`src/rtl/pcseq_pkg.sv`:
```
package pcseq_pkg;
    localparam int XLEN = 32;
    localparam int RIDX = 5;
    localparam int IMMJ = 26;
    localparam int IMMB = 16;
    localparam int STEP_BYTES = XLEN / 8;
    localparam int ALIGN_BITS = $clog2(STEP_BYTES);
    localparam logic [XLEN-1:0] STEP_INC = XLEN'(STEP_BYTES);

    typedef enum logic [2:0] {
        XF_NONE = 3'd0,
        XF_J    = 3'd1,
        XF_JAL  = 3'd2,
        XF_JR   = 3'd3,
        XF_JALR = 3'd4,
        XF_BR   = 3'd5
    } xfer_e;

    typedef struct packed {
        logic [XLEN-1:0] pc;
        logic [XLEN-1:0] npc;
        logic [XLEN-1:0] cur;
        logic            cv;
        logic            ds;
    } seq_state_t;

    typedef struct packed {
        logic            v;
        logic [RIDX-1:0] idx;
        logic [XLEN-1:0] data;
    } ld_slot_t;

    function automatic logic [XLEN-1:0] jump_dest(input logic [XLEN-1:0] npc,
                                                  input logic [IMMJ-1:0] imm);
        return {npc[XLEN-1:IMMJ+2], imm, 2'b00};
    endfunction

    function automatic logic [XLEN-1:0] branch_dest(input logic [XLEN-1:0] npc,
                                                    input logic [IMMB-1:0] off);
        logic [XLEN-1:0] sx;
        sx = {{(XLEN-IMMB-2){off[IMMB-1]}}, off, 2'b00};
        return npc + sx - STEP_INC;
    endfunction
endpackage

```
`src/rtl/pcseq_target.sv`:
```
module pcseq_target
    import pcseq_pkg::*;
#(
    parameter int LINK_REG = 31
) (
    input  logic [XLEN-1:0] npc,
    input  logic [2:0]      kind,
    input  logic [IMMJ-1:0] imm,
    input  logic [IMMB-1:0] off,
    input  logic [XLEN-1:0] rtgt,
    input  logic [RIDX-1:0] rd,
    input  logic            exec,
    output logic [XLEN-1:0] dest,
    output logic            taken,
    output logic            lwe,
    output logic [RIDX-1:0] lidx
);
    xfer_e k;
    assign k = xfer_e'(kind);

    always_comb begin
        dest  = npc;
        taken = 1'b0;
        lwe   = 1'b0;
        lidx  = RIDX'(LINK_REG);
        if (exec) begin
            case (k)
                XF_J: begin
                    dest  = jump_dest(npc, imm);
                    taken = 1'b1;
                end
                XF_JAL: begin
                    dest  = jump_dest(npc, imm);
                    taken = 1'b1;
                    lwe   = 1'b1;
                end
                XF_JR: begin
                    dest  = rtgt;
                    taken = 1'b1;
                end
                XF_JALR: begin
                    dest  = rtgt;
                    taken = 1'b1;
                    lwe   = (rd != '0);
                    lidx  = rd;
                end
                XF_BR: begin
                    dest  = branch_dest(npc, off);
                    taken = 1'b1;
                end
                default: begin
                    dest  = npc;
                    taken = 1'b0;
                end
            endcase
        end
    end

    always_comb begin
        if (!exec) assert (!taken && !lwe);
    end
endmodule

```
`src/rtl/pcseq_ldslot.sv`:
```
module pcseq_ldslot
    import pcseq_pkg::*;
(
    input  logic            clk,
    input  logic            rst,
    input  logic            adv,
    input  logic            cap,
    input  logic [RIDX-1:0] idx,
    input  logic [XLEN-1:0] data,
    output logic            wb_en,
    output logic [RIDX-1:0] wb_idx,
    output logic [XLEN-1:0] wb_data
);
    ld_slot_t slot;

    always_ff @(posedge clk) begin
        if (rst) begin
            slot <= '0;
        end else if (adv) begin
            slot.v    <= cap && (idx != '0);
            slot.idx  <= idx;
            slot.data <= data;
        end
    end

    assign wb_en   = slot.v;
    assign wb_idx  = slot.idx;
    assign wb_data = slot.data;

    AST_WB_NOT_ZERO: assert property (@(posedge clk) disable iff (rst)
        wb_en |-> (wb_idx != '0));
    AST_SLOT_RETIRE: assert property (@(posedge clk) disable iff (rst)
        (adv && !cap) |=> !wb_en);
    AST_SLOT_HOLD: assert property (@(posedge clk) disable iff (rst)
        !adv |=> ($stable(wb_en) && $stable(wb_idx) && $stable(wb_data)));
endmodule

```
`src/rtl/pcseq_top.sv`:
```
module pcseq_top
    import pcseq_pkg::*;
#(
    parameter logic [31:0] RESET_VEC = 32'hBFC0_0000,
    parameter int          LINK_REG  = 31
) (
    input  logic        clk,
    input  logic        rst,
    input  logic        step,
    input  logic [2:0]  xfer_kind,
    input  logic [25:0] jump_imm,
    input  logic [15:0] br_off,
    input  logic [31:0] reg_tgt,
    input  logic [4:0]  link_rd,
    input  logic        exc_take,
    input  logic [31:0] exc_vec,
    input  logic        ld_en,
    input  logic [4:0]  ld_idx,
    input  logic [31:0] ld_data,
    output logic [31:0] fetch_addr,
    output logic [31:0] cur_pc,
    output logic        cur_valid,
    output logic        in_delay_slot,
    output logic        addr_err,
    output logic [31:0] link_val,
    output logic        link_we,
    output logic [4:0]  link_idx,
    output logic        wb_en,
    output logic [4:0]  wb_idx,
    output logic [31:0] wb_data
);
    seq_state_t      st;
    logic            exec;
    logic            taken;
    logic [XLEN-1:0] dest;
    logic            lwe_raw;

    assign addr_err = st.cv && (st.cur[ALIGN_BITS-1:0] != '0);
    assign exec     = st.cv && !addr_err;

    pcseq_target #(.LINK_REG(LINK_REG)) u_tgt (
        .npc   (st.npc),
        .kind  (xfer_kind),
        .imm   (jump_imm),
        .off   (br_off),
        .rtgt  (reg_tgt),
        .rd    (link_rd),
        .exec  (exec),
        .dest  (dest),
        .taken (taken),
        .lwe   (lwe_raw),
        .lidx  (link_idx)
    );

    always_ff @(posedge clk) begin
        if (rst) begin
            st.pc  <= RESET_VEC;
            st.npc <= RESET_VEC + STEP_INC;
            st.cur <= '0;
            st.cv  <= 1'b0;
            st.ds  <= 1'b0;
        end else if (step) begin
            if (exc_take) begin
                st.pc <= exc_vec;
                st.npc <= exc_vec + STEP_INC;
                st.cv  <= 1'b0;
                st.ds  <= 1'b0;
            end else begin
                st.cur <= st.pc;
                st.pc  <= dest;
                st.npc <= dest + STEP_INC;
                st.cv  <= 1'b1;
                st.ds  <= taken;
            end
        end
    end

    pcseq_ldslot u_ld (
        .clk     (clk),
        .rst     (rst),
        .adv     (step),
        .cap     (exec && ld_en && !exc_take),
        .idx     (ld_idx),
        .data    (ld_data),
        .wb_en   (wb_en),
        .wb_idx  (wb_idx),
        .wb_data (wb_data)
    );

    assign fetch_addr    = st.pc;
    assign cur_pc        = st.cur;
    assign cur_valid     = st.cv;
    assign in_delay_slot = st.ds;
    assign link_val      = st.npc;
    assign link_we       = lwe_raw;

    AST_RESET_VEC: assert property (@(posedge clk) disable iff (rst)
        $past(rst) |-> (fetch_addr == RESET_VEC && link_val == RESET_VEC + STEP_INC && !cur_valid));
    AST_ADVANCE: assert property (@(posedge clk) disable iff (rst)
        (step && !exc_take) |=> (cur_pc == $past(fetch_addr) && cur_valid));
    AST_EXC_WINS: assert property (@(posedge clk) disable iff (rst)
        (step && exc_take) |=> (fetch_addr == $past(exc_vec) && link_val == $past(exc_vec) + STEP_INC
                                && !cur_valid && !in_delay_slot));
    AST_MISALIGN_SKIP: assert property (@(posedge clk) disable iff (rst)
        (step && !exc_take && addr_err) |=> (fetch_addr == $past(link_val) && !in_delay_slot));
    AST_HOLD: assert property (@(posedge clk) disable iff (rst)
        !step |=> ($stable(fetch_addr) && $stable(cur_pc) && $stable(link_val) && $stable(in_delay_slot)));
    AST_LINK_GATED: assert property (@(posedge clk) disable iff (rst)
        link_we |-> (cur_valid && !addr_err));
endmodule

```
`config.mk`:
```
export PLATFORM = sky130hd
export DESIGN_NAME = pcseq_top
export DESIGN_NICKNAME = d
export VERILOG_FILES = /design/src/rtl/pcseq_pkg.sv /design/src/rtl/pcseq_target.sv /design/src/rtl/pcseq_ldslot.sv /design/src/rtl/pcseq_top.sv
export SDC_FILE = /design/constraint.sdc
export NUM_CORES = 1
export LEC_CHECK = 0
export BUFFER_PORTS_ARGS = -buffer_cell sky130_fd_sc_hd__buf_2
export CAP_MARGIN = 20
export CORE_MARGIN = 1.5
export CORE_UTILIZATION = 48
export CTS_CLUSTER_DIAMETER = 30
export DETAILED_ROUTE_END_ITERATION = 6
export PLACE_DENSITY = 0.78
export SLEW_MARGIN = 20
export SYNTH_ARGS = -nofsm -noshare
export SYNTH_HDL_FRONTEND = slang
export SYNTH_SLANG_ARGS = --single-unit
```
`constraint.sdc`:
```
create_clock -name clk -period 3.8 [get_ports clk]
set_input_delay 0.57 -clock clk [delete_from_list [all_inputs] [get_ports clk]]
set_output_delay 0.57 -clock clk [all_outputs]
set_load 0.03 [all_outputs]
```
* Yosys cells after proc, flatten, opt, wreduce, memory -nomap -nowiden
Cells that the tools add are included. Widths: inputs -> output; s select.
Word-level totals: register bits after elaboration 136, bits of input ports 156, output and inout bits 143, word-level logic and storage cells 42
Cells by class: add/sub/neg operators 4, eq/ne operators 5, muxes and demuxes 10, bitwise gates (word level) 1, reductions and logical operators 14
Operator list (count):
- $pmux 32 s3 | 1
- $add 32x3->32 const B | 2
- $mux 64 | 1
- $add 32x32->32 | 1
- $mux 32 | 1
- $sub 32x3->32 const B | 1
- $mux 5 | 2
- $reduce_bool 5->1 | 2
- $eq 3x2->1 const B | 2
- $eq 3x3->1 const B | 2
- $logic_and 1x1->1 | 5
- $reduce_or 5->1 | 1
- $reduce_or 2->1 | 2
- $eq 3x1->1 const B | 1
- $mux 1 | 3
- $logic_not 1->1 | 2
- $mux 2 | 1
- $pmux 1 s2 | 1
- $reduce_and 2->1 | 1
- $reduce_bool 2->1 | 1
- $not 1->1 | 1

* Logic depth before layout (Yosys ltp)
depth in word-level cells 7, depth in mapped cells 18, mapped depth without buffers 17

* Modules after synthesis
Synthesis repeated with hierarchy kept, for this count alone.
Unflattened totals: cell total of the unflattened synthesis 1155, area, all modules 9039.9 µm²
Modules (own cells, without submodules):
- pcseq_top | times used 1, cells each 529, area each 4441.8 µm², seq. area each 1921.8 µm²
- pcseq_target | times used 1, cells each 501, area each 3246.9 µm², seq. area each 0.0 µm²
- pcseq_ldslot | times used 1, cells each 125, area each 1351.3 µm², seq. area each 760.7 µm²

* Least setup slack after synthesis
Ideal clock, no wire load.
path type input-to-reg, from in br_off[1], to reg, netlist name link_val[28], setup time 0.120 ns, data arrival time 3.932 ns, data required time 3.680 ns, path slack -0.252 ns, stages on the path 18, buffers on the path 1, path through inv_1 > ha_1 > inv_1 > ha_1 > inv_1 > fa_1 > nand2b_1 > a21boi_2 > o21ai_1 > a2111o_1 > and3_1 > and4bb_1 > and4bb_2 > and3_1 > buf_6 > nand3_2 > xnor2_1 > a211o_1
On the way: word-level cells in the longest chain between the ends 6
Ends and longest elaborated chain:
- start, declared | RTL line pcseq_top.sv:12 | input logic [15:0] br_off,
- $add 32x32->32 | RTL line pcseq_pkg.sv:42 | return npc + sx - STEP_INC;
- $sub 32x3->32 | RTL line pcseq_pkg.sv:42
- $pmux 32 s3 | RTL line pcseq_target.sv:27 | case (k)
- $mux 32 | RTL line pcseq_target.sv:26 | if (exec) begin
- $add 32x3->32 | RTL line pcseq_top.sv:71 | st.npc <= dest + STEP_INC;
- $mux 64 | RTL line pcseq_top.sv:63 | if (exc_take) begin
Every way passes these cells. A chain may end at the register's enable or synchronous reset.

* Worst setup path after layout
from reg, netlist name link_val[3], to reg, netlist name link_val[28]
On the way: word-level cells in the longest chain between the ends 6
Ends and longest elaborated chain (RTL line):
- $add 32x32->32 | pcseq_pkg.sv:42
- $sub 32x3->32 | pcseq_pkg.sv:42
- $pmux 32 s3 | pcseq_target.sv:27
- $mux 32 (*) | pcseq_target.sv:26
- $add 32x3->32 (*) | pcseq_top.sv:71
- $mux 64 (*) | pcseq_top.sv:63
Mark *: on every way between the ends. The rest lies on a longest branch, timed or not.

==> results by group <==
Run status
  – Outcome: finished clean

Routing
  – Total iterations of the first detailed-routing run: 6
  – Post-DR wirelength/cell: 18.0 microns
  – Detailed-route vias per instance: 5.58
  – DRC: 0
  – Wire length after detailed routing: 35.6 mm
  – Number of routed nets with antenna violations: 0
  – Vias: 11,000
  – Iteration-0 DRC Markers: 914

Setup path
  – Endpoint type of the worst setup path: register
  – Crit path launch type: register
  – Endpoint of the lowest-slack register-to-register path: link_val[28]$_SDFFE_PP1P_
  – Crit path cell chain: inv_4, ha_4, inv_4, ha_4, inv_2, fa_2, nand2b_4, a21boi_4, o21ai_2, a2111o_1, and3_4, and4bb_1, and4bb_4, and3_4, nand3_2, xnor2_1, a211o_1
  – Slowest library cell on the worst path: sky130_fd_sc_hd__a2111o_1
  – WP data arrival: 4040 ps
  – Startpoint-to-endpoint class of the critical path: register to register
  – Max Fanout on Critical Path: 6
  – Number of cells on the worst reg-to-reg path: 17
  – Worst R2R Setup Slack: 70 ps
  – Startpoint of the most critical register-to-register path: link_val[3]$_SDFFE_PP0P_
  – Data required time at the worst endpoint: 4110 ps
  – Maximum single-stage delay on the critical path: 360 ps

Clocking
  – H-tree levels: 4
  – CTS Buffer Depth: 2
  – Clk pin slew, worst setup/hold paths: 60 ps
  – CTS tree: done
  – CTS Root Cell: sky130_fd_sc_hd__clkbuf_16
  – Clock tree sinks: 134
  – Hold Buf Count CTS: 0
  – Number of buffers added by the clock tree synthesis step: 17
  – Worst-skew pair later-pin latency: 420 ps

Cells and area
  – Area Overhead vs Synth: 38.5%
  – Layout cell share with drive strength beyond 1: 0.383
  – Core Util, Final: 0.676
  – Count of non-filler cells in the finished layout: 1,979
  – Post-layout nets: 1,909
  – Area of all placed cells without fillers: 13,700 sq um

Global route
  – All-Layer GR Usage: 0.315
  – Number of global-route vias before repair: 10,200
  – Overall overflow remaining after global route: 0
  – Largest net degree at the start of global routing: 70
  – Wire length of the first global-routing pass: 53.8 mm
  – Number of antenna violations at the first check in global routing: 2

Worst hold path
  – Path type of the worst min-delay path: primary input to register
  – Worst hold path depth: 3
  – Endpoint, Worst Hold: u_ld.wb_data[7]$_SDFFE_PP0P_
  – Hold Path Origin: ld_data[7]

Synth
  – Cell count after synthesis: 1,272
  – Number of synthesized flops with an enable pin: 0
  – Number of storage elements in the synthesis netlist: 134
  – Count of yosys warnings during synthesis: 0
  – Cell Area, Synth: 9880 sq um
  – Post-synth top area cell: sky130_fd_sc_hd__dfxtp_1
  – Most frequently used flop master after synthesis: sky130_fd_sc_hd__dfxtp_1
  – Share of flip-flops with an asynchronous set or reset: 0
  – Synth top area share: 0.272
  – Avg Synthesized Cell Area: 7.76 sq um
  – Cell variety after synth: 99
  – Sequential cell area fraction in the yosys report: 0.272
  – Post-synth net total: 1,487
  – Commonest cells in the netlist: sky130_fd_sc_hd__nor2_1 (154), sky130_fd_sc_hd__dfxtp_1 (134), sky130_fd_sc_hd__nand2_1 (126)
  – Synth top area cells: sky130_fd_sc_hd__dfxtp_1 (27%), sky130_fd_sc_hd__mux2i_1 (7.4%), sky130_fd_sc_hd__ha_1 (7.3%), sky130_fd_sc_hd__nor2_1 (5.9%), sky130_fd_sc_hd__a21oi_1 (5.3%)
  – Library cell with the highest instance count after synthesis: sky130_fd_sc_hd__nor2_1

Run
  – Number of violations of the max-capacitance limit: 0

STA
  – Worst hold slack after final layout: 384 ps
  – Maximum clock frequency: 268 MHz
  – Worst rel slew slack: 0.499
  – Setup TNS: 0 ps
  – Share of the clock period used by the worst path after layout: 0.982
  – Setup repair after global routing missed its margin: true
  – Final Hold Viols: 0
  – Transition time at the pin with the least slew margin: 744 ps
  – Clock tree skew after final layout: 8.26 ps
  – Number of max-slew violations in the final report: 0
  – # setup viols final: 0
  – Post-layout min period: 3730 ps

Placed design
  – RePlAce Congestion: 0.989
  – Number of placed instances with taps included: 1,934
  – Placed wire-length estimate: 27.4 mm
  – Port Buf Inserts: 298
  – Placement Cell Area: 12,600 sq um

Floorplan
  – Width of the die: 146 microns
  – Effective utilization at floorplan: 0.488
  – Count of standard-cell rows: 52
  – Area of the placeable core: 20,200 sq um
  – DIE AREA: 21,400 sq um
  – Die H: 146 microns
  – IO Count: 299

Power and ir drop
  – Power density over the cells: 381 nW/um^2
  – Worst VDD drop: 0.351 mV
  – Leakage power figure: 6.54 nW
registers in the layout (all words and copies together) (netlist names):
| register | cells |
|---|---|
| u_ld.wb_data | 32 |
| fetch_addr | 32 |
| cur_valid | 1 |
| u_ld.wb_idx | 5 |
| cur_pc | 32 |
| link_val | 30 |
| u_ld.wb_en | 1 |
| in_delay_slot | 1 |
what timing repair did:
| action | in CTS | in global routing |
|---|---|---|
| pin swaps | 4 | 33 |
| gates cloned | 0 | 1 |
| endpoints found under the setup margin | 8 | 18 |
| setup buffers | 0 | 10 |
| gates resized for setup | 7 | 75 |
cell usage in the layout (no fill, tap or decap), types with 7 or more instances in the layout:
| cell type | count |
|---|---|
| sky130_fd_sc_hd__inv_1 | 113 |
| sky130_fd_sc_hd__nand2_1 | 126 |
| sky130_fd_sc_hd__a211oi_1 | 33 |
| sky130_fd_sc_hd__o21ai_1 | 7 |
| sky130_fd_sc_hd__buf_4 | 183 |
| sky130_fd_sc_hd__buf_2 | 296 |
| sky130_fd_sc_hd__o31ai_1 | 7 |
| sky130_fd_sc_hd__dfxtp_2 | 7 |
| sky130_fd_sc_hd__mux2i_1 | 73 |
| sky130_fd_sc_hd__a221oi_1 | 12 |
| sky130_fd_sc_hd__a21oi_1 | 101 |
| sky130_fd_sc_hd__ha_1 | 46 |
| sky130_fd_sc_hd__nand3_2 | 7 |
| sky130_fd_sc_hd__ha_4 | 8 |
| sky130_fd_sc_hd__xnor2_1 | 14 |
| sky130_fd_sc_hd__dfxtp_1 | 127 |
| sky130_fd_sc_hd__or3_1 | 7 |
| sky130_fd_sc_hd__nand4_1 | 13 |
| sky130_fd_sc_hd__nand3_1 | 16 |
| sky130_fd_sc_hd__nor2_1 | 151 |
| sky130_fd_sc_hd__xor2_1 | 17 |
| sky130_fd_sc_hd__mux2_2 | 12 |
| sky130_fd_sc_hd__nand2b_1 | 19 |
| sky130_fd_sc_hd__or2_2 | 14 |
| sky130_fd_sc_hd__clkbuf_16 | 17 |
| sky130_fd_sc_hd__o21ai_0 | 25 |
| sky130_fd_sc_hd__a211o_1 | 9 |
| sky130_fd_sc_hd__and3_1 | 8 |
| sky130_fd_sc_hd__o21a_1 | 10 |
| sky130_fd_sc_hd__o211ai_1 | 8 |
| sky130_fd_sc_hd__a21o_1 | 10 |
| sky130_fd_sc_hd__nor3_1 | 16 |
kinds of logic (layout without fill, tap and decap cells):
logic type               count (synthesis)  after routing  share of synthesized area
XOR/XNOR                                32             32                     0.0284
AO/OA/AOI/OAI                          322            322                      0.225
buffers and inverters                  202            637                     0.0941
flip-flops                             134            134                      0.272
other                                    0              2                          0
AND/OR/NAND/NOR                        438            438                      0.218
adder cells (fa/ha/maj)                 59             59                     0.0755
multiplexers                            85             85                     0.0877
worst max-delay path by stage:
stage	startpoint	cells after the start	end	slack, ps
floorplan	br_off[1]	16	link_val[27]$_SDFFE_PP1P_	-40
global placement	br_off[15]	16	link_val[31]$_SDFFE_PP1P_	-370
detailed placement	br_off[15]	16	link_val[31]$_SDFFE_PP1P_	-460
CTS	link_val[4]$_SDFFE_PP0P_	15	link_val[31]$_SDFFE_PP1P_	1
global route	link_val[3]$_SDFFE_PP0P_	17	link_val[28]$_SDFFE_PP1P_	-50
finish	link_val[3]$_SDFFE_PP0P_	17	link_val[28]$_SDFFE_PP1P_	70
power by group:
group | leakage [nW] | internal (mW) | switching (mW)
Combinational | 5.15 | 0.879 | 1.15
Clock | 0.285 | 0.939 | 0.681
Sequential | 1.10 | 1.49 | 0.0660
layout make-up:
class,count,area (sq um)
Timing Repair Buffer,482,2900
Antenna cell,2,5.00
Fill cell,1650,6550
Clock inverter,13,138
Tap cell,270,338
Multi-Input combinational cell,936,6690
Inverter,122,474
Clock buffer,19,443
Timing Repair inverter,1,7.51
Sequential cell,134,2690
per-stage QoR:
step	power, mW	setup slack [ps]
3_3_place_gp	3.40	-373
3_5_place_dp	3.43	-458
5_1_grt	5.44	-47.9
6_report	5.21	70.2
4_1_cts	5.05	1.27
2_1_floorplan	2.70	-35.6
worst max-delay path, delay by kind of cell, from the launching register on:
kind                     cells  cell delay (ps)
adder cells (fa/ha/maj)      3              680
XOR/XNOR                     1              130
AO/OA/AOI/OAI                4             1020
flip-flops                   1              350
AND/OR/NAND/NOR              6             1300
buffers and inverters        3              130
per-layer routing:
metal,routed length [microns],track usage,up-vias
met5,0,0,-
met4,1190,0.121,0
met3,2960,0.0650,73
met2,16100,0.495,504
met1,15300,0.422,5136
li1,-,-,5321
No activity file was read; power rests on OpenSTA's default activity.
